<file path="src/rtl/efuse_rd_pkg.sv">
// Shared definitions for the fuse read sequencer: control-word bit
// positions and the sequencer state encoding.
package efuse_rd_pkg;
    localparam int BIT_CSB   = 0;
    localparam int BIT_STRB  = 1;
    localparam int BIT_LOAD  = 2;
    localparam int BIT_PGENB = 3;
    localparam int ADDR_LSB  = 6;

    typedef enum logic [2:0] {
        ST_IDLE = 3'd0,
        ST_PRE  = 3'd1,
        ST_ADDR = 3'd2,
        ST_STRB = 3'd3,
        ST_HOLD = 3'd4,
        ST_REL  = 3'd5
    } seq_state_t;
endpackage

</file>
<file path="src/rtl/efuse_wait_timer.sv">
// Shared down-counter that times every wait of the sequencer.
// Assumes DELAY_CYC >= 1. A load makes `expired` rise exactly
// DELAY_CYC cycles later, measured in the owning state.
module efuse_wait_timer #(
    parameter int DELAY_CYC = 50
) (
    input  logic clk,
    input  logic rst_n,
    input  logic load,
    output logic expired
);
    localparam int CW = (DELAY_CYC > 1) ? $clog2(DELAY_CYC) : 1;
    localparam logic [CW-1:0] RELOAD = CW'(DELAY_CYC - 1);

    logic [CW-1:0] cnt;

    // Reload on request, otherwise count down and rest at zero.
    always_ff @(posedge clk) begin
        if (!rst_n)
            cnt <= '0;
        else if (load)
            cnt <= RELOAD;
        else if (cnt != '0)
            cnt <= cnt - 1'b1;
    end

    assign expired = (cnt == '0);

    p_timer_range_r3: assert property (@(posedge clk) disable iff (!rst_n)
        cnt <= RELOAD);
    p_timer_moves_r4: assert property (@(posedge clk) disable iff (!rst_n)
        (!load && cnt != '0) |=> (cnt == $past(cnt) - 1'b1));
endmodule

</file>
<file path="src/rtl/efuse_ctrl_enc.sv">
// Maps the sequencer state and current address to the macro control
// word. Purely combinational; assumes the package bit positions.
module efuse_ctrl_enc
    import efuse_rd_pkg::*;
#(
    parameter int ADDR_W = 10
) (
    input  seq_state_t           state,
    input  logic [ADDR_W-1:0]    addr,
    output logic [ADDR_LSB+ADDR_W-1:0] ctrl
);
    localparam int CTRL_W = ADDR_LSB + ADDR_W;

    // Build the pin pattern for each phase.
    always_comb begin
        ctrl = '0;
        unique case (state)
            ST_IDLE: begin
                ctrl[BIT_PGENB] = 1'b1;
                ctrl[BIT_CSB]   = 1'b1;
            end
            ST_PRE: begin
                ctrl[BIT_PGENB] = 1'b1;
                ctrl[BIT_LOAD]  = 1'b1;
            end
            ST_ADDR, ST_REL: begin
                ctrl[BIT_PGENB] = 1'b1;
                ctrl[BIT_LOAD]  = 1'b1;
                ctrl[CTRL_W-1:ADDR_LSB] = addr;
            end
            ST_STRB, ST_HOLD: begin
                ctrl[BIT_PGENB] = 1'b1;
                ctrl[BIT_LOAD]  = 1'b1;
                ctrl[BIT_STRB]  = 1'b1;
                ctrl[CTRL_W-1:ADDR_LSB] = addr;
            end
            default: begin
                ctrl[BIT_PGENB] = 1'b1;
                ctrl[BIT_CSB]   = 1'b1;
            end
        endcase
    end
endmodule

</file>
<file path="src/rtl/efuse_rd_fsm.sv">
// Phase sequencer: accepts a request, steps through preamble, address
// setup, strobe, output hold and release per byte, then standby.
// Assumes the wait timer asserts `tmr_done` one delay unit after a load.
module efuse_rd_fsm
    import efuse_rd_pkg::*;
#(
    parameter int ADDR_W  = 10,
    parameter int COUNT_W = 6
) (
    input  logic               clk,
    input  logic               rst_n,
    input  logic               req_valid,
    input  logic [ADDR_W-1:0]  req_offset,
    input  logic [COUNT_W-1:0] req_count,
    input  logic               tmr_done,
    output logic               tmr_load,
    input  logic [7:0]         fuse_dout,
    output seq_state_t         state,
    output logic [ADDR_W-1:0]  addr,
    output logic               out_valid,
    input  logic               out_ready,
    output logic [7:0]         out_data
);
    localparam logic [COUNT_W-1:0] ONE = COUNT_W'(1);

    seq_state_t         nxt;
    logic [COUNT_W-1:0] remain;

    // Next-state and timer-reload decode.
    always_comb begin
        nxt      = state;
        tmr_load = 1'b0;
        unique case (state)
            ST_IDLE: if (req_valid) begin
                nxt = ST_PRE; tmr_load = 1'b1;
            end
            ST_PRE: if (tmr_done) begin
                if (remain == '0) nxt = ST_IDLE;
                else begin nxt = ST_ADDR; tmr_load = 1'b1; end
            end
            ST_ADDR: if (tmr_done) begin
                nxt = ST_STRB; tmr_load = 1'b1;
            end
            ST_STRB: if (tmr_done) nxt = ST_HOLD;
            ST_HOLD: if (out_ready) begin
                nxt = ST_REL; tmr_load = 1'b1;
            end
            ST_REL: if (tmr_done) begin
                if (remain == ONE) nxt = ST_IDLE;
                else begin nxt = ST_ADDR; tmr_load = 1'b1; end
            end
            default: nxt = ST_IDLE;
        endcase
    end

    // State register.
    always_ff @(posedge clk) begin
        if (!rst_n) state <= ST_IDLE;
        else        state <= nxt;
    end

    // Address and remaining-count bookkeeping per run and per byte.
    always_ff @(posedge clk) begin
        if (!rst_n) begin
            addr   <= '0;
            remain <= '0;
        end else if (state == ST_IDLE && req_valid) begin
            addr   <= req_offset;
            remain <= req_count;
        end else if (state == ST_REL && tmr_done) begin
            addr   <= addr + 1'b1;
            remain <= remain - 1'b1;
        end
    end

    // Capture at the end of the strobe window, clear on handshake.
    always_ff @(posedge clk) begin
        if (!rst_n) begin
            out_valid <= 1'b0;
            out_data  <= '0;
        end else if (state == ST_STRB && tmr_done) begin
            out_valid <= 1'b1;
            out_data  <= fuse_dout;
        end else if (state == ST_HOLD && out_ready) begin
            out_valid <= 1'b0;
        end
    end

    p_hold_stable_r6: assert property (@(posedge clk) disable iff (!rst_n)
        (out_valid && !out_ready) |=> (out_valid && $stable(out_data)));
    p_no_run_change_r11: assert property (@(posedge clk) disable iff (!rst_n)
        (state != ST_IDLE && state != ST_REL) |=> $stable(addr));
endmodule

</file>
<file path="src/rtl/efuse_rd_seq.sv">
// Top of the fuse read sequencer. Joins the phase sequencer, the shared
// wait timer and the control-word encoder. Assumes the fuse macro is
// combinational from strobe to data within one delay unit.
module efuse_rd_seq
    import efuse_rd_pkg::*;
#(
    parameter int DELAY_CYC = 50,
    parameter int ADDR_W    = 10,
    parameter int COUNT_W   = 6
) (
    input  logic                       clk,
    input  logic                       rst_n,
    input  logic                       req_valid,
    input  logic [ADDR_W-1:0]          req_offset,
    input  logic [COUNT_W-1:0]         req_count,
    output logic                       busy,
    output logic [ADDR_LSB+ADDR_W-1:0] fuse_ctrl,
    input  logic [7:0]                 fuse_dout,
    output logic                       out_valid,
    input  logic                       out_ready,
    output logic [7:0]                 out_data
);
    localparam int CTRL_W = ADDR_LSB + ADDR_W;

    seq_state_t        state;
    logic [ADDR_W-1:0] addr;
    logic              tmr_load;
    logic              tmr_done;

    efuse_wait_timer #(.DELAY_CYC(DELAY_CYC)) u_timer (
        .clk     (clk),
        .rst_n   (rst_n),
        .load    (tmr_load),
        .expired (tmr_done)
    );

    efuse_rd_fsm #(.ADDR_W(ADDR_W), .COUNT_W(COUNT_W)) u_fsm (
        .clk        (clk),
        .rst_n      (rst_n),
        .req_valid  (req_valid),
        .req_offset (req_offset),
        .req_count  (req_count),
        .tmr_done   (tmr_done),
        .tmr_load   (tmr_load),
        .fuse_dout  (fuse_dout),
        .state      (state),
        .addr       (addr),
        .out_valid  (out_valid),
        .out_ready  (out_ready),
        .out_data   (out_data)
    );

    efuse_ctrl_enc #(.ADDR_W(ADDR_W)) u_enc (
        .state (state),
        .addr  (addr),
        .ctrl  (fuse_ctrl)
    );

    assign busy = (state != ST_IDLE);

    p_strobe_selected_r2: assert property (@(posedge clk) disable iff (!rst_n)
        fuse_ctrl[BIT_STRB] |-> !fuse_ctrl[BIT_CSB]);
    p_strobe_addr_stable_r5: assert property (@(posedge clk) disable iff (!rst_n)
        (fuse_ctrl[BIT_STRB] && $past(fuse_ctrl[BIT_STRB]))
        |-> $stable(fuse_ctrl[CTRL_W-1:ADDR_LSB]));
    p_idle_standby_r9: assert property (@(posedge clk) disable iff (!rst_n)
        !busy |-> (fuse_ctrl[BIT_PGENB] && fuse_ctrl[BIT_CSB]
                   && !fuse_ctrl[BIT_LOAD] && !fuse_ctrl[BIT_STRB]));
    p_valid_under_strobe_r6: assert property (@(posedge clk) disable iff (!rst_n)
        out_valid |-> fuse_ctrl[BIT_STRB]);
endmodule

</file>
<file path="config.mk">
export PLATFORM = sky130hd
export DESIGN_NAME = efuse_rd_seq
export DESIGN_NICKNAME = d
export VERILOG_FILES = /design/src/rtl/efuse_rd_pkg.sv /design/src/rtl/efuse_wait_timer.sv /design/src/rtl/efuse_ctrl_enc.sv /design/src/rtl/efuse_rd_fsm.sv /design/src/rtl/efuse_rd_seq.sv
export SDC_FILE = /design/constraint.sdc
export NUM_CORES = 1
export LEC_CHECK = 0
export ABC_AREA = 0
export BUFFER_PORTS_ARGS = -buffer_cell sky130_fd_sc_hd__buf_2
export CAP_MARGIN = 20
export CORE_UTILIZATION = 45
export CTS_CLUSTER_SIZE = 10
export DETAILED_ROUTE_END_ITERATION = 10
export PLACE_DENSITY = 0.84
export SLEW_MARGIN = 10
export SYNTH_ARGS = -nofsm -noshare
export SYNTH_HDL_FRONTEND = slang
export SYNTH_HIERARCHICAL = 1
export SYNTH_SLANG_ARGS = --single-unit
</file>
<file path="constraint.sdc">
create_clock -name clk -period 2.2 [get_ports clk]
set_clock_uncertainty 0.15 [all_clocks]
set_input_delay 0.11 -clock clk [delete_from_list [all_inputs] [get_ports clk]]
set_output_delay 0.11 -clock clk [all_outputs]
set_load 0.01 [all_outputs]
</file>
---- Yosys cells after proc, flatten, opt, wreduce, memory -nomap -nowiden ----
Index checks and enable logic that the tools add are counted.
storage, ports and cells
  input port bits ......................... 28
  output and inout port bits .............. 26
  logic and storage cells ................. 69
  register bits after elaboration ......... 34
operators by class
  bitwise gates (word level) .............. 1
  reductions and logical operators ........ 17
  add/sub/neg operators ................... 3
  equal/unequal tests ..................... 12
  muxes and demuxes ....................... 29
operators with widths
  operator                 count
  $mux W10                 3
  $mux W6                  4
  $mux W3                  6
  $pmux W3 S6              1
  $logic_not A6 Y1         2
  $mux W1                  12
  $ne A2 B2 Y1 const B     6
  $sub A6 B1 Y6 const B    2
  $add A10 B1 Y10 const B  1
  $eq A3 B2 Y1 const B     2
  $eq A3 B3 Y1 const B     2
  $eq A6 B1 Y1 const B     1
  $reduce_and A6 Y1        1
  $reduce_bool A2 Y1       3
  $reduce_bool A6 Y1       1
  $pmux W1 S5              1
  $reduce_or A5 Y1         1
  $logic_and A1 B1 Y1      4
  $mux W2                  2
  $reduce_or A2 Y1         2
  $reduce_or A4 Y1         1
  $eq A3 B1 Y1 const B     1
  $logic_not A3 Y1         1
  $reduce_bool A3 Y1       1
  $not A1 Y1               1

---- Longest topological paths before layout ----
Gate-level depths: netlist of run 1.
  depth after elaboration ................. 5
  mapped depth ............................ 13
  mapped depth without buffers ............ 12

---- Modules after synthesis ----
The synthesis of run 1 kept the hierarchy.
by module, submodules not included
  module            times used  cells an instance  area an instance (µm²)  seq. area each (µm²)
  efuse_rd_fsm      1           171                1458.9                  560.5
  efuse_wait_timer  1           37                 325.3                   120.1
  efuse_ctrl_enc    1           22                 145.1                   0.0
  efuse_rd_seq      1           1                  6.3                     0.0

---- Least setup slack after synthesis of run 1 ----
No wires, ideal clock.
  path type ............................... flip-flop to flip-flop
  start point ............................. register u_timer.cnt[0]
  end point ............................... register u_timer.cnt[0]
  required time ........................... 1.972 ns
  arrival time ............................ 1.888 ns
  setup time .............................. 0.078 ns
  slack ................................... 0.085 ns
  clock period less this slack ............ 2.115 ns
  buffers on the path ..................... 1
  cell stages (with the launch flop) ...... 14
  path through ............................ dfxtp_1 -> inv_1 -> ha_1 -> nor2b_1 -> nand2_1 -> inv_1 -> buf_2 -> nand2_1 -> nor2_1 -> o21ai_1 -> o21ai_1 -> nand2b_1 -> nor2_1 -> nor3_1
on the way
  longest elaborated chain between the ends .. 4
RTL lines
  element                                               RTL line                                                    source
  start: declaration                                    efuse_wait_timer.sv:15                                      logic [CW-1:0] cnt;
  start signal: assignment                              efuse_wait_timer.sv:24                                      cnt <= cnt - 1'b1;
  $logic_not A6 Y1 *                                    efuse_wait_timer.sv:27                                      assign expired = (cnt == '0);
  net tmr_done                                          efuse_rd_seq.sv:28                                          logic tmr_done;
  $mux W1, on equally long branches                     efuse_rd_fsm.sv:48, efuse_rd_fsm.sv:37, efuse_rd_fsm.sv:41
  $pmux W1 S5 *                                         efuse_rd_fsm.sv:33                                          unique case (state)
  net tmr_load                                          efuse_rd_seq.sv:27                                          logic tmr_load;
  $mux W6 / $reduce_bool A2 Y1 (equally long branches)  n/a
The timed path passes the listed nets; every way through them passes the cells marked *. The select of a mux whose other input is x is not followed.
A chain may end at the register's enable or synchronous reset.

---- Final worst setup path of run 1 ----
Ends and elaborated chain as after synthesis.

==> results of run 1 <==
[cells in the mapped netlist (all sizes together)]
library cell  instances  share of area [%]
nand4b                1                1.2
a211oi                2                1.0
and3                  1               0.32
inv                  10                1.9
and2                 10                3.2
a21boi                1               0.39
o311a                 1               0.52
nand2b                2               0.65
clkbuf                2               0.39
xnor2                11                5.0
mux2i                 4                2.1
nor4                  6                3.6
and4b                 1               0.52
nand2                34                6.6
o21ai                15                3.9
dfxtp                34                 35
o2111a                1               0.58
nor2                  9                1.7
ha                    6                3.9
nor3b                 1               0.39
nand3                 5                1.3
o21a                  1               0.39
or4b                  1               0.71
nand4                 3               0.97
o31ai                 2                1.0
nor3                  9                2.3
or2                   1               0.32
nor2b                 3               0.97
buf                  12                4.8
or4                   1               0.39
a311oi                2                1.6
xor2                  5                2.7
conb                  2               0.39
o211ai                2               0.78
or3                   3                1.2
clkinv                1               0.26
a21oi                26                6.9
[flip-flops by register name (all words and copies together) (netlist names)]
register and flops:
u_fsm/out_data 8, u_fsm/out_valid 1, u_fsm/addr 10, u_fsm/state 3
u_fsm/remain 6, u_timer/cnt 6
[layer usage]
layer  share of wire, %  up-vias  GRT usage [%]
li1                   -      948              -
met4                2.1        0          9.840
met1                 42      895          26.02
met3                4.6       12          5.574
met5                  0        -              0
met2                 51       53          38.00
[timing repair]
| item | CTS | global route |
|---|---|---|
| pin swaps | 0 | 2 |
| setup endpoints to repair | 4 | 15 |
| cloned | 0 | 0 |
| endpoints found under the hold margin | 22 | 0 |
| buffers inserted | 0 | 3 |
| resized for setup | 1 | 10 |
| hold buffers | 22 | 0 |
[critical path, cell delays in order, from the launching register on]
cell,delay [ns]
dfxtp_1,0.32
inv_2,0.08
ha_4,0.13
nor2b_4,0.15
nand2_1,0.10
inv_2,0.14
nand2_1,0.10
nor2_1,0.12
o21ai_1,0.11
o21ai_2,0.13
nand2b_4,0.18
o21ai_0,0.07
nor3_1,0.19
[report_power, final]
part           total, mW  switching (mW)  internal [mW]  leakage, nW
Clock              0.427           0.209          0.218       0.0383
Combinational       1.02           0.527          0.493        0.773
Sequential         0.863           0.133          0.730        0.279
[cell families (layout without fill, tap and decap cells)]
group / count (synthesis) / in the layout / share of synthesized area [%]
AND/OR/NAND/NOR: 91 / 91 / 26.44
AO/OA/AOI/OAI: 53 / 53 / 17.07
flip-flops: 34 / 34 / 35.16
buffers and inverters: 25 / 101 / 7.368
XOR/XNOR: 16 / 16 / 7.628
adder cells (fa/ha/maj): 6 / 6 / 3.878
multiplexers: 4 / 4 / 2.069
other: 2 / 3 / 0.3880
[worst paths after layout]
| kind | start | endpoint | slack, ns | depth (start not counted) |
|---|---|---|---|---|
| max | u_timer/cnt[0] | u_timer/cnt[0] | 0.14 | 12 |
| min | req_offset[0] | u_fsm/addr[0] | 0.02 | 3 |
| min reg2reg | u_fsm/out_data[1] | u_fsm/out_data[1] | 0.30 | 2 |
| max reg2reg | u_timer/cnt[0] | u_timer/cnt[0] | 0.14 | 12 |
[final cells by class]
type | count | area (µm²)
Timing Repair Buffer | 83 | 553.0
Tap cell | 50 | 62.56
Fill cell | 310 | 1478
Multi-Input combinational cell | 173 | 1165
Sequential cell | 34 | 680.7
Clock buffer | 7 | 76.32
Inverter | 11 | 42.54
==> qor.csv, run 1 <==
stage;metric;value;unit
outcome;status;completed;
pwr;power after layout;2.310;mW
clocking;CTS tree;done;
place;Setup WS pre-CTS;-0.01901;ns
drt;vias;1908;
worst_setup_path;Critical Path Fanout Max;6;
global_route;initial antenna violation count;0;
place;Post-DP HPWL;2933;µm
drt;DRT iter0 DRCs;177;
sta;final hold vios;0;
pwr;Leak;1.090;nW
clocking;Sink Count;34;
clocking;CTS buffer count;5;
sta;Hold Worst Slack;0.02329;ns
drt;First-pass DRT Iterations;4;
job;Max Cap Viol;0;
synthesis;Yosys warning count;6;
synthesis;synthesized instance count;231;
synthesis;post-synthesis sequential area ratio;35.16;%
cells_and_area;Area Overhead vs Synth;33.29;%
floorplan;Die Height;67.59;µm
sta;Setup violations, final;0;
synthesis;Seq cells post-synth;34;
worst_setup_path;Critical Path RT;2.26;ns
place;Inst Count DP;326;
cells_and_area;most common cell after layout, fill and taps aside;buf_2;
global_route;vias in the first global route;1670;
cells_and_area;Antenna diodes;0;
worst_setup_path;kind of critical path;reg -> reg;
drt;Antenna Nets Post-Route;0;
sta;TNS Setup;0;ns
place;gp weighted congestion;0.7830;
worst_setup_path;Worst Setup End Kind;flop;
clocking;CTS H-Tree Depth;2;
place;# port buffers;50;
cells_and_area;Final Net Count;342;
sta;Tcrit/Tclk final;93.50;%
place;DP Area;2212;µm²
worst_hold_path;HP Class;in -> reg;
cells_and_area;most frequent cells in the layout;buf_2 (50), nand2_1 (34), dfxtp_1 (34);
pwr;maximum VDD drop;0.0004032;V
pwr;pwr dens;895.5;nW/µm²
sta;min Tclk post-route;2.057;ns
floorplan;Core ar.;4058;µm²
global_route;global route overflow;0;
sta;achievable frequency;486.2;MHz
global_route;global-route wire length before repair;7555;µm
clocking;Root Buffer;clkbuf_8;
sta;fin. max-slew vios;0;
floorplan;Die Footprint;4568;µm²
synthesis;synth unique cells;47;
drt;routed wire length;4943;µm
cells_and_area;Final Core Density;63.58;%
drt;drc violations;0;
floorplan;io pins;54;
worst_setup_path;Worst EP arrival;2.12;ns
cells_and_area;non-filler cells, final;358;
global_route;largest net degree at the start of global routing;31;
clocking;Reg clk slew, reported paths;0.06;ns
synthesis;Avg Cell Area, Syn;8.379;µm²
floorplan;initial cell density of the core;47.70;%
worst_setup_path;CP Launch Type;flop;
cells_and_area;final instance area;2580;µm²
drt;Vias/cell;5.330;
synthesis;Synth Cell Area;1936;µm²
sta;post-route setup slack;0.1430;ns
floorplan;row count;23;
cells_and_area;layout cells sized above 1;29.22;%
global_route;Tot GR Track Use;22.28;%
clocking;worst-skew pair later-pin latency;0.28;ns
clocking;Max clock buf depth;2;
floorplan;die width;67.59;µm
drt;DR WL/cell;13.81;µm
Note: power is estimated with default switching activity, not from simulation.
==> run 2, diff against run 1 <==
Settings changed: CTS_BUF_LIST set to sky130_fd_sc_hd__clkbuf_2.
==> run 2 against run 1 <==
  * Power decreased by 6.2%
  * First-iteration DRC count fell by 19%
  * Via count grew 2.1%
  * Hold slack improved by 0.12 ns
  * Register-to-register slack worse by 0.06 ns
  * Non-clock buffer count grew 3
  * Setup slack got worse by 0.063 ns
  * Sequential share of layout area shrank 0.28 points
  * Critical endpoint is now u_fsm/addr[9]
  * Largest cell class unchanged
  * Largest power group unchanged
==> qor.csv, run 2 (synthesized netlist as in run 1, its figures left out) <==
stage;metric;value;unit
outcome;status;completed;
cells_and_area;# fillers;315;
sta;fin. max-slew vios;0;
global_route;vias in the first global route;1639;
cells_and_area;non-filler cells, final;362;
cells_and_area;Final Net Count;346;
worst_setup_path;Worst EP arrival;2.22;ns
pwr;power after layout;2.168;mW
sta;Setup violations, final;0;
cells_and_area;number of flip-flops in the largest register;10;
worst_setup_path;CP top delay family;simple AND/OR/NAND/NOR gates;
clocking;CTS H-Tree Depth;2;
job;Max Cap Viol;0;
clocking;Root Buffer;clkbuf_2;
sta;final hold vios;0;
worst_hold_path;HP Class;in -> reg;
global_route;global route overflow;0;
place;gp weighted congestion;0.7830;
sta;Tcrit/Tclk final;96.38;%
cells_and_area;Area Overhead vs Synth;34.71;%
worst_setup_path;reg2reg setup slack;0.08;ns
worst_setup_path;Critical Path Fanout Max;7;
drt;drc violations;0;
worst_setup_path;Critical R2R Launch;u_timer/cnt[0];
clocking;CTS buffer count;5;
clocking;Sink Count;34;
pwr;pwr dens;831.4;nW/µm²
floorplan;initial cell density of the core;47.70;%
worst_setup_path;worst path bufs/invs;2;
place;Inst Count DP;326;
cells_and_area;Antenna diodes;0;
drt;Antenna Nets Post-Route;0;
sta;TNS Setup;0;ns
drt;DRT iter0 DRCs;143;
pwr;Leak;1.121;nW
worst_setup_path;CP max-delay cell;dfxtp_1;
worst_hold_path;hold_sp;req_valid;
worst_setup_path;CP Launch Type;flop;
cells_and_area;biggest regs;u_fsm/addr (10), u_fsm/out_data (8);
worst_setup_path;crit-path max cell delay;0.35;ns
floorplan;die width;67.59;µm
place;Setup WS pre-CTS;-0.01901;ns
floorplan;Die Footprint;4568;µm²
cells_and_area;most common cell after layout, fill and taps aside;buf_2;
global_route;Tot GR Track Use;22.14;%
global_route;global-route wire length before repair;7534;µm
floorplan;row count;23;
worst_setup_path;R2R cell count;9;
worst_setup_path;Critical Path RT;2.30;ns
drt;vias;1948;
drt;DR WL/cell;13.89;µm
clocking;Reg clk slew, reported paths;0.16;ns
place;# port buffers;50;
sta;post-route setup slack;0.07968;ns
floorplan;Die Height;67.59;µm
pwr;maximum VDD drop;0.0004253;V
global_route;initial antenna violation count;0;
cells_and_area;most frequent cells in the layout;buf_2 (50), dfxtp_1 (34), nand2_1 (33);
global_route;largest net degree at the start of global routing;31;
sta;achievable frequency;471.6;MHz
drt;routed wire length;5029;µm
sta;min Tclk post-route;2.120;ns
clocking;CTS tree;done;
worst_setup_path;critical-path cell list;inv_1 -> ha_2 -> nor2b_4 -> nand2_2 -> inv_4 -> nand4b_4 -> nor4_4 -> xnor2_1 -> a21oi_1;
worst_setup_path;kind of critical path;reg -> reg;
floorplan;Core ar.;4058;µm²
worst_hold_path;WHS Path Cells;4;
place;Post-DP HPWL;2933;µm
worst_setup_path;Worst Setup End Kind;flop;
clocking;worst-skew pair later-pin latency;0.37;ns
worst_hold_path;hold endpoint;u_fsm/state[0];
drt;First-pass DRT Iterations;4;
cells_and_area;Biggest register;u_fsm/addr;
worst_setup_path;r2r endpoint;u_fsm/addr[9];
sta;unrepaired setup endpoints after global routing;no;
cells_and_area;layout cells sized above 1;30.13;%
clocking;Max clock buf depth;2;
sta;Slew HR;65.18;%
floorplan;io pins;54;
drt;Vias/cell;5.381;
sta;worst slew pin tran;0.5216;ns
-- run 2: report_power, final --
part           total [mW]  internal [mW]  leakage, nW  switching, mW
clock network       0.278         0.0828       0.0291          0.195
logic                1.03          0.484        0.813          0.544
registers           0.861          0.729        0.279          0.132
total                2.17           1.30         1.12          0.871
-- run 2: layout make-up --
class | instances | area [µm²] | share of cell area (%)
multi-input cells | 174 | 1199 | 45.97
flip-flops and latches | 34 | 680.7 | 26.10
repair buffers | 86 | 585.6 | 22.46
well taps | 50 | 62.56 | 2.399
inverters | 11 | 45.04 | 1.727
clock buffers | 7 | 35.03 | 1.344
-- run 2: what timing repair did --
item,CTS,global route
endpoints found under the hold margin,28,0
cloned,0,1
resized for setup,1,14
pin swaps,0,1
endpoints found under the setup margin,7,19
hold buffers,26,0
buffers inserted,0,2
-- run 2: worst register-to-register path, cell delays in order, from the launching register on --
cell and delay, ns:
dfxtp_1 0.35, inv_1 0.09, ha_2 0.20, nor2b_4 0.17, nand2_2 0.10, inv_4 0.12
nand4b_4 0.19, nor4_4 0.36, xnor2_1 0.17, a21oi_1 0.10
-- run 2: how the worst max path moves through the flow --
stage,slack [ns],from,cells past startpoint,endpoint
final,0.08,u_timer/cnt[0],9,u_fsm/addr[9]
after floorplan,0.08,u_timer/cnt[0],13,u_timer/cnt[0]
after CTS,0.03,u_timer/cnt[0],12,u_timer/cnt[0]
after detailed placement,-0.02,u_timer/cnt[0],12,u_timer/cnt[0]
after global placement,0.09,u_timer/cnt[0],9,u_fsm/addr[9]
after global routing,0.01,u_timer/cnt[0],9,u_fsm/addr[9]
-- run 2: routing by layer --
metal	vias to the layer above	track usage (%)	share of wire [%]
met5	-	0	0
met1	898	27.22	43
met2	76	36.76	48
met4	0	8.511	2.4
li1	956	-	-
met3	18	5.405	6.4
-- run 2: per-stage QoR --
step | area [µm²] | hold slack, ns | utilization, %
finish | 2608 | 0.1390 | 64.26
global route | 2608 | 0.1379 | 64.26
CTS | 2507 | 0.1003 | 61.79
detailed placement | 2212 | 0.2043 | 54.52
global placement | 2212 | 0.2007 | 54.52
floorplan | 1939 | 0.09125 | -
